## src/rtl/rstc_pkg.sv

```systemverilog
package rstc_pkg;
  localparam int CAUSE_W  = 7;
  localparam int EVT_W    = 5;   // core, pin, wdog, sw, wake
  localparam int EDGE_W   = 5;   // core, pin, wdog, sw, opt
  localparam int AON_BIT  = 0;
  localparam int CORE_BIT = 1;
  localparam int WAKE_BIT = 5;
  localparam int OPT_BIT  = 6;
  localparam int NUM_DOM  = 3;   // 0 dap, 1 po, 2 sys

  typedef enum logic [1:0] {DS_IDLE, DS_ENTER, DS_SLEEP, DS_WAKE} dsState_t;

  typedef struct packed {
    logic [EVT_W-1:0] evt;
    logic             optSet;
    logic             lockSet;
    logic             lockClr;
  } strobe_t;

  function automatic logic [EVT_W-1:0] pickFirst(input logic [EVT_W-1:0] v);
    logic [EVT_W-1:0] r;
    logic found;
    r = '0;
    found = 1'b0;
    for (int i = 0; i < EVT_W; i++) begin
      if (v[i] && !found) begin
        r[i] = 1'b1;
        found = 1'b1;
      end
    end
    return r;
  endfunction
endpackage

```

## src/rtl/rstc_release.sv

```systemverilog
module rstc_release #(
  parameter int STAGES = 2
) (
  input  logic clk,
  input  logic clrReq,
  output logic rstN
);
  logic [STAGES-1:0] chain;

  always_ff @(posedge clk or posedge clrReq) begin
    if (clrReq) chain <= '0;
    else        chain <= {chain[STAGES-2:0], 1'b1};
  end

  assign rstN = chain[STAGES-1];
endmodule

```

## src/rtl/rstc_ctrl.sv

```systemverilog
module rstc_ctrl
  import rstc_pkg::*;
(
  input  logic    clk,
  input  logic    aonFault,
  input  logic    coreFault,
  input  logic    pinRstN,
  input  logic    wdogExpire,
  input  logic    swResetReq,
  input  logic    optByteFail,
  input  logic    cpuLockup,
  input  logic    sleepReq,
  input  logic    wakeReq,
  input  logic    corePowerGood,
  input  logic    emuSleep,
  input  logic    sysRstN,
  output strobe_t strb,
  output logic    dsRst,
  output logic    coreSupplyEn
);
  logic [EDGE_W-1:0] srcNow, srcPrev, rise;
  dsState_t dsState, dsNext;
  logic wakeHit;

  assign srcNow = {optByteFail, swResetReq, wdogExpire, ~pinRstN, coreFault};
  assign rise   = srcNow & ~srcPrev;

  always_ff @(posedge clk or posedge aonFault) begin
    if (aonFault) srcPrev <= '1;
    else          srcPrev <= srcNow;
  end

  always_comb begin
    dsNext  = dsState;
    wakeHit = 1'b0;
    unique case (dsState)
      DS_IDLE:  if (sleepReq) dsNext = DS_ENTER;
      DS_ENTER: dsNext = DS_SLEEP;
      DS_SLEEP: if (wakeReq) begin
                  dsNext  = DS_WAKE;
                  wakeHit = 1'b1;
                end
      DS_WAKE:  if (corePowerGood) dsNext = DS_IDLE;
      default:  dsNext = DS_IDLE;
    endcase
  end

  always_ff @(posedge clk or posedge aonFault) begin
    if (aonFault) begin
      dsState <= DS_IDLE;
      dsRst   <= 1'b0;
    end else begin
      dsState <= dsNext;
      dsRst   <= (dsNext != DS_IDLE);
    end
  end

  assign coreSupplyEn = emuSleep || (dsState != DS_SLEEP);

  always_comb begin
    strb.evt     = {wakeHit, rise[EDGE_W-2:0]};
    strb.optSet  = rise[EDGE_W-1];
    strb.lockSet = cpuLockup;
    strb.lockClr = ~sysRstN;
  end

  // no release while the core supply is not yet good
  a_r8_wait_good: assert property (@(posedge clk) disable iff (aonFault)
    (dsState == DS_WAKE && !corePowerGood) |=> dsRst);

  // the wake phase is entered only from sleep on a wake request
  a_r10_wake_entry: assert property (@(posedge clk) disable iff (aonFault)
    (dsState == DS_WAKE && $past(dsState) != DS_WAKE) |-> ($past(dsState) == DS_SLEEP && $past(wakeReq)));
endmodule

```

## src/rtl/rstc_regs.sv

```systemverilog
module rstc_regs
  import rstc_pkg::*;
#(
  parameter int DATA_W = 8
) (
  input  logic              clk,
  input  logic              aonFault,
  input  strobe_t           strb,
  input  logic              rdAddr,
  output logic [DATA_W-1:0] rdData
);
  logic [CAUSE_W-1:0] causeQ;
  logic               lockQ;

  always_ff @(posedge clk or posedge aonFault) begin
    if (aonFault)          causeQ <= CAUSE_W'(1) << AON_BIT;
    else if (|strb.evt)    causeQ <= {strb.optSet, pickFirst(strb.evt), 1'b0};
    else if (strb.optSet)  causeQ[OPT_BIT] <= 1'b1;
  end

  always_ff @(posedge clk or posedge aonFault) begin
    if (aonFault)          lockQ <= 1'b0;
    else if (strb.lockClr) lockQ <= 1'b0;
    else if (strb.lockSet) lockQ <= 1'b1;
  end

  assign rdData = rdAddr ? DATA_W'(lockQ) : DATA_W'(causeQ);

  // exactly one main cause bit at any time
  a_r2_onehot: assert property (@(posedge clk) disable iff (aonFault)
    $onehot(causeQ[WAKE_BIT:AON_BIT]));

  // the sticky bit alone keeps the recorded cause
  a_r3_opt_keeps: assert property (@(posedge clk) disable iff (aonFault)
    (strb.optSet && strb.evt == '0) |=> (causeQ[WAKE_BIT:AON_BIT] == $past(causeQ[WAKE_BIT:AON_BIT]) && causeQ[OPT_BIT]));

  // an active CPU reset always clears the lockup flag
  a_r4_clear_wins: assert property (@(posedge clk) disable iff (aonFault)
    strb.lockClr |=> !lockQ);

  // a core supply event outranks every other event
  a_r5_core_first: assert property (@(posedge clk) disable iff (aonFault)
    strb.evt[0] |=> causeQ[CORE_BIT]);
endmodule

```

## src/rtl/reset_cause_unit.sv

```systemverilog
module reset_cause_unit
  import rstc_pkg::*;
#(
  parameter int SYNC_STAGES = 2,
  parameter int DATA_W      = 8
) (
  input  logic              clk,
  input  logic              aonFault,
  input  logic              coreFault,
  input  logic              pinRstN,
  input  logic              wdogExpire,
  input  logic              swResetReq,
  input  logic              optByteFail,
  input  logic              cpuLockup,
  input  logic              sleepReq,
  input  logic              wakeReq,
  input  logic              corePowerGood,
  input  logic              emuSleep,
  input  logic              rdAddr,
  output logic [DATA_W-1:0] rdData,
  output logic              coreSupplyEn,
  output logic              poRstN,
  output logic              sysRstN,
  output logic              dapRstN
);
  strobe_t            strb;
  logic               dsRst;
  logic [NUM_DOM-1:0] domReq, domRstN;
  logic               sysReq;

  assign domReq[0] = aonFault | coreFault;
  assign domReq[1] = domReq[0] | dsRst;
  assign domReq[2] = domReq[1] | ~pinRstN | wdogExpire | swResetReq | optByteFail;
  assign sysReq    = domReq[2];

  for (genvar d = 0; d < NUM_DOM; d++) begin : g_dom
    rstc_release #(.STAGES(SYNC_STAGES)) u_rel (
      .clk    (clk),
      .clrReq (domReq[d]),
      .rstN   (domRstN[d])
    );
  end

  assign dapRstN = domRstN[0];
  assign poRstN  = domRstN[1];
  assign sysRstN = domRstN[2];

  rstc_ctrl u_ctrl (
    .clk           (clk),
    .aonFault      (aonFault),
    .coreFault     (coreFault),
    .pinRstN       (pinRstN),
    .wdogExpire    (wdogExpire),
    .swResetReq    (swResetReq),
    .optByteFail   (optByteFail),
    .cpuLockup     (cpuLockup),
    .sleepReq      (sleepReq),
    .wakeReq       (wakeReq),
    .corePowerGood (corePowerGood),
    .emuSleep      (emuSleep),
    .sysRstN       (sysRstN),
    .strb          (strb),
    .dsRst         (dsRst),
    .coreSupplyEn  (coreSupplyEn)
  );

  rstc_regs #(.DATA_W(DATA_W)) u_regs (
    .clk      (clk),
    .aonFault (aonFault),
    .strb     (strb),
    .rdAddr   (rdAddr),
    .rdData   (rdData)
  );

  // the debug port reset is never active without the full reset
  a_r7_dap_in_po: assert property (@(posedge clk) disable iff (aonFault)
    !dapRstN |-> !poRstN);

  // the full reset always includes the CPU reset
  a_r7_po_in_sys: assert property (@(posedge clk) disable iff (aonFault)
    !poRstN |-> !sysRstN);

  // the sleep hold keeps the full reset active
  a_r8_hold_po: assert property (@(posedge clk) disable iff (aonFault)
    dsRst |-> !poRstN);

  // release only after the request was already gone one edge earlier
  a_r6_late_release: assert property (@(posedge clk) disable iff (aonFault)
    $rose(sysRstN) |-> (!sysReq && !$past(sysReq)));

  // a lockup alone never drops the CPU reset
  a_r4_lockup_silent: assert property (@(posedge clk) disable iff (aonFault)
    (cpuLockup && $past(sysRstN) && !sysReq) |-> sysRstN);
endmodule

```

## config.mk

```make
export PLATFORM = sky130hd
export DESIGN_NAME = reset_cause_unit
export DESIGN_NICKNAME = d
export VERILOG_FILES = /design/src/rtl/rstc_pkg.sv /design/src/rtl/rstc_release.sv /design/src/rtl/rstc_ctrl.sv /design/src/rtl/rstc_regs.sv /design/src/rtl/reset_cause_unit.sv
export SDC_FILE = /design/constraint.sdc
export NUM_CORES = 1
export LEC_CHECK = 0
export BUFFER_PORTS_ARGS = -buffer_cell sky130_fd_sc_hd__buf_2
export CAP_MARGIN = 0
export CORE_ASPECT_RATIO = 1.25
export CORE_MARGIN = 4
export CORE_UTILIZATION = 49
export DETAILED_ROUTE_END_ITERATION = 6
export GPL_TIMING_DRIVEN = 0
export PLACE_DENSITY = 0.76
export SLEW_MARGIN = 20
export SYNTH_ARGS = -nofsm -noshare
export SYNTH_HDL_FRONTEND = slang
export SYNTH_SLANG_ARGS = --single-unit
```

## constraint.sdc

```tcl
create_clock -name clk -period 1.1 [get_ports clk]
set_clock_uncertainty 0.2 [all_clocks]
set_input_delay 0.055 -clock clk [delete_from_list [all_inputs] [get_ports clk]]
set_output_delay 0.055 -clock clk [all_outputs]
set_load 0.005 [all_outputs]
```

==> results by group <==
Clock network
  – Htree depth: 1
  – Clock-pin slew on the worst setup and hold paths: 0.12 ns
  – Clk root buf: clkbuf_4
  – CTS tree: built
  – Clk Latency, worst-skew pair: 0.30 ns
  – Clock net sink count: 22
  – Clk buf depth: 2
  – CTS buffer count: 3

Critical path
  – Cells along the critical path: buf_4 > buf_6 > nand3b_4 > nor2b_4 > nor3b_2
  – Req. time, crit path: 1.13 ns
  – CP arrival: 1.51 ns
  – Crit path buffers/inverters: 2
  – CP endpoint kind: flop
  – Delay-heaviest family, CP: simple AND/OR/NAND/NOR gates
  – Crit path kind: reg -> reg
  – Setup crit start kind: flop
  – Worst-path maximum fanout: 5
  – CP max-delay cell: dfrtp_2
  – Max stage delay on crit path: 0.42 ns

Logic synthesis
  – Area contributors post-synth: dfrtp_1 (46%), dfstp_2 (18%), nor2b_1 (5.7%)
  – Post-synthesis cell type count: 25
  – Number of synthesized register bits: 22
  – Ys async rst share: 1.00
  – Sequential area share after synthesis: 0.639
  – Synth Instances: 72
  – Synthesized area: 873 µm²
  – Most instantiated cells after synthesis: dfrtp_1 (16), nor2b_1 (8), dfstp_2 (6)
  – Top_reg_cell synth: dfrtp_1
  – Area leader, netlist: dfrtp_1
  – Top-area cell type share of the netlist area: 0.458
  – Syn avg cell area: 12.1 µm²
  – Post-synth EDFFs: 0
  – Most common cell in the netlist: dfrtp_1
  – Synth Warn #: 0

Cells and area
  – N_diodes: 0
  – Final core occ: 0.880
  – Fillers: 83
  – Multi-input logic area: 427 µm²
  – Layout cells sized above 1: 0.614
  – Finished Layout Cells: 145
  – Register Area: 561 µm²
  – NumNets Final: 141
  – Area delta synth->final: 63.5%

STA
  – Fin crit share: 1.35
  – Rel. slew slack: 0.604
  – Final Max Slew Viols: 0
  – Final setup viols: 18
  – Worst-margin pin slew: 0.591 ns
  – Final setup margin: -0.382 ns
  – Endpoints failing hold: 0
  – Crit path time final: 1.48 ns
  – Peak Freq: 0.675 GHz
  – RSZ-0062 raised after global routing: true

Placed design
  – Gpl congestion: 0.644
  – DPL Wire Length: 1.21 mm
  – Placed Instances: 115
  – Port Buffers: 23

Route
  – WL per Instance: 16.8 µm
  – Met2 WL: 1.26 mm
  – Met3 wire length: 112 µm
  – DR vias: 757
  – Highest metal used: met4
  – Remaining DRCs: 0
  – Iter 0 DRT Violations: 13
  – TritonRoute pass-1 iters: 5
  – Average vias per placed instance: 5.22
  – Antenna viol nets, final: 0
  – WL met1: 1.01 mm
  – WL final: 2.44 mm

Status
  – Status: finished, violations left
  – Failing checks: setup timing

Floorplan
  – Core area: 1620 µm²
  – Die area: 2530 µm²
  – Die height: 55.2 µm
  – IO Pins: 25
  – Initial Util: 0.539
  – Site Rows: 16
  – Die Span X: 45.8 µm

Global route
  – Global-route wire length before repair: 3.34 mm
  – Initial antenna violation count: 0
  – Largest net degree at the start of global routing: 17
  – Total grt overflow: 0
  – Gr usage total: 0.181
  – Number of global-route vias before repair: 774

Power and ir drop
  – Leakage: 0.696 nW
  – Pwr per Cell Area: 1620 nW/µm²
  – Peak VDD IR: 1.44 mV
  – Total chip power: 2.31 mW

Worst hold path
  – Hold Crit Class: reg -> async

Job
  – Max-capacitance violation count: 0
==> repair_timing <==
item | CTS | global route
pin swaps | 9 | 4
endpoints found under the setup margin | 17 | 23
buffers inserted | 8 | 9
hold buffers | 10 | 0
resized for setup | 16 | 18
endpoints found under the hold margin | 38 | 0
==> sequential cells by signal, indices dropped and copies added (netlist names) <==
register and cells:
g_dom.u_rel.chain 6, u_regs.causeQ 7, u_ctrl.srcPrev 5, u_ctrl.dsState 2, u_regs.lockQ 1, u_ctrl.dsRst 1
==> worst register-to-register path, stage by stage (launching register included) <==
cell and delay [ns]:
dfrtp_2 0.42, buf_4 0.13, buf_6 0.11, nand3b_4 0.20, nor2b_4 0.16, nor3b_2 0.17
==> area by class of cell <==
type | instances | area share
sequential | 22 | 0.393
multi-input combinational | 48 | 0.299
timing repair buffer | 49 | 0.252
clock buffer | 4 | 0.0254
tap | 18 | 0.0158
inverter | 3 | 0.0105
buffer | 1 | 0.00526
==> placed cells by master (no fill, tap or decap), types with 4 or more instances in the layout <==
cell type / count
conb_1: 4
dfstp_2: 6
nor2b_4: 4
buf_4: 14
dfrtp_1: 14
nor2b_1: 5
nand3_2: 4
buf_2: 21
buf_6: 5
dlygate4sd3_1: 10
==> power by group <==
part | total, mW | switching [mW] | internal [mW] | leakage, nW
clock network | 0.437 | 0.235 | 0.202 | 0.0210
logic | 0.886 | 0.367 | 0.519 | 0.415
registers | 0.985 | 0.0652 | 0.920 | 0.260
total | 2.31 | 0.668 | 1.64 | 0.696
==> per-layer routing <==
metal,GRT usage,up-vias
li1,-,346
met1,0.201,367
met2,0.323,36
met3,0.0292,8
met4,0.0732,0
met5,0,-
==> stage by stage <==
step	hold slack [ns]	instance area (µm²)	worst slack, ns	TNS, ns
floorplan	-0.359	903	-0.0919	-0.230
global placement	-0.228	1040	-0.144	-0.678
detailed placement	-0.223	1040	-0.170	-1.03
CTS	-0.0167	1290	-0.373	-3.52
global route	0.0201	1430	-0.458	-5.08
finish	0.0179	1430	-0.382	-4.17
==> path summary, 6_finish.rpt <==
kind	from	endpoint	slack [ns]	cells past startpoint
max	u_ctrl.dsState[0]$_DFF_PP0_	u_regs.causeQ[5]$_DFFE_PP0P_	-0.38	5
min	u_ctrl.dsRst$_DFF_PP0_	g_dom[1].u_rel.chain[1]$_DFF_PP0_	0.02	1
max reg2reg	u_ctrl.dsState[0]$_DFF_PP0_	u_regs.causeQ[5]$_DFFE_PP0P_	-0.38	5
min reg2reg	u_ctrl.dsRst$_DFF_PP0_	g_dom[1].u_rel.chain[1]$_DFF_PP0_	0.02	1
max in group asynchronous	coreFault	g_dom[2].u_rel.chain[1]$_DFF_PP0_	0.04	4
min in group clk	pinRstN	u_regs.causeQ[0]$_DFFE_PP1P_	0.09	3
==> logic make-up after synthesis <==
family / synth area share
and+or+nand+nor: 0.228
DFF: 0.639
AOI/OAI and AO/OA: 0.0903
buffers and inverters: 0.0215
other: 0.00860
muxes: 0.0129
Power figures use the tool's default switching activity.
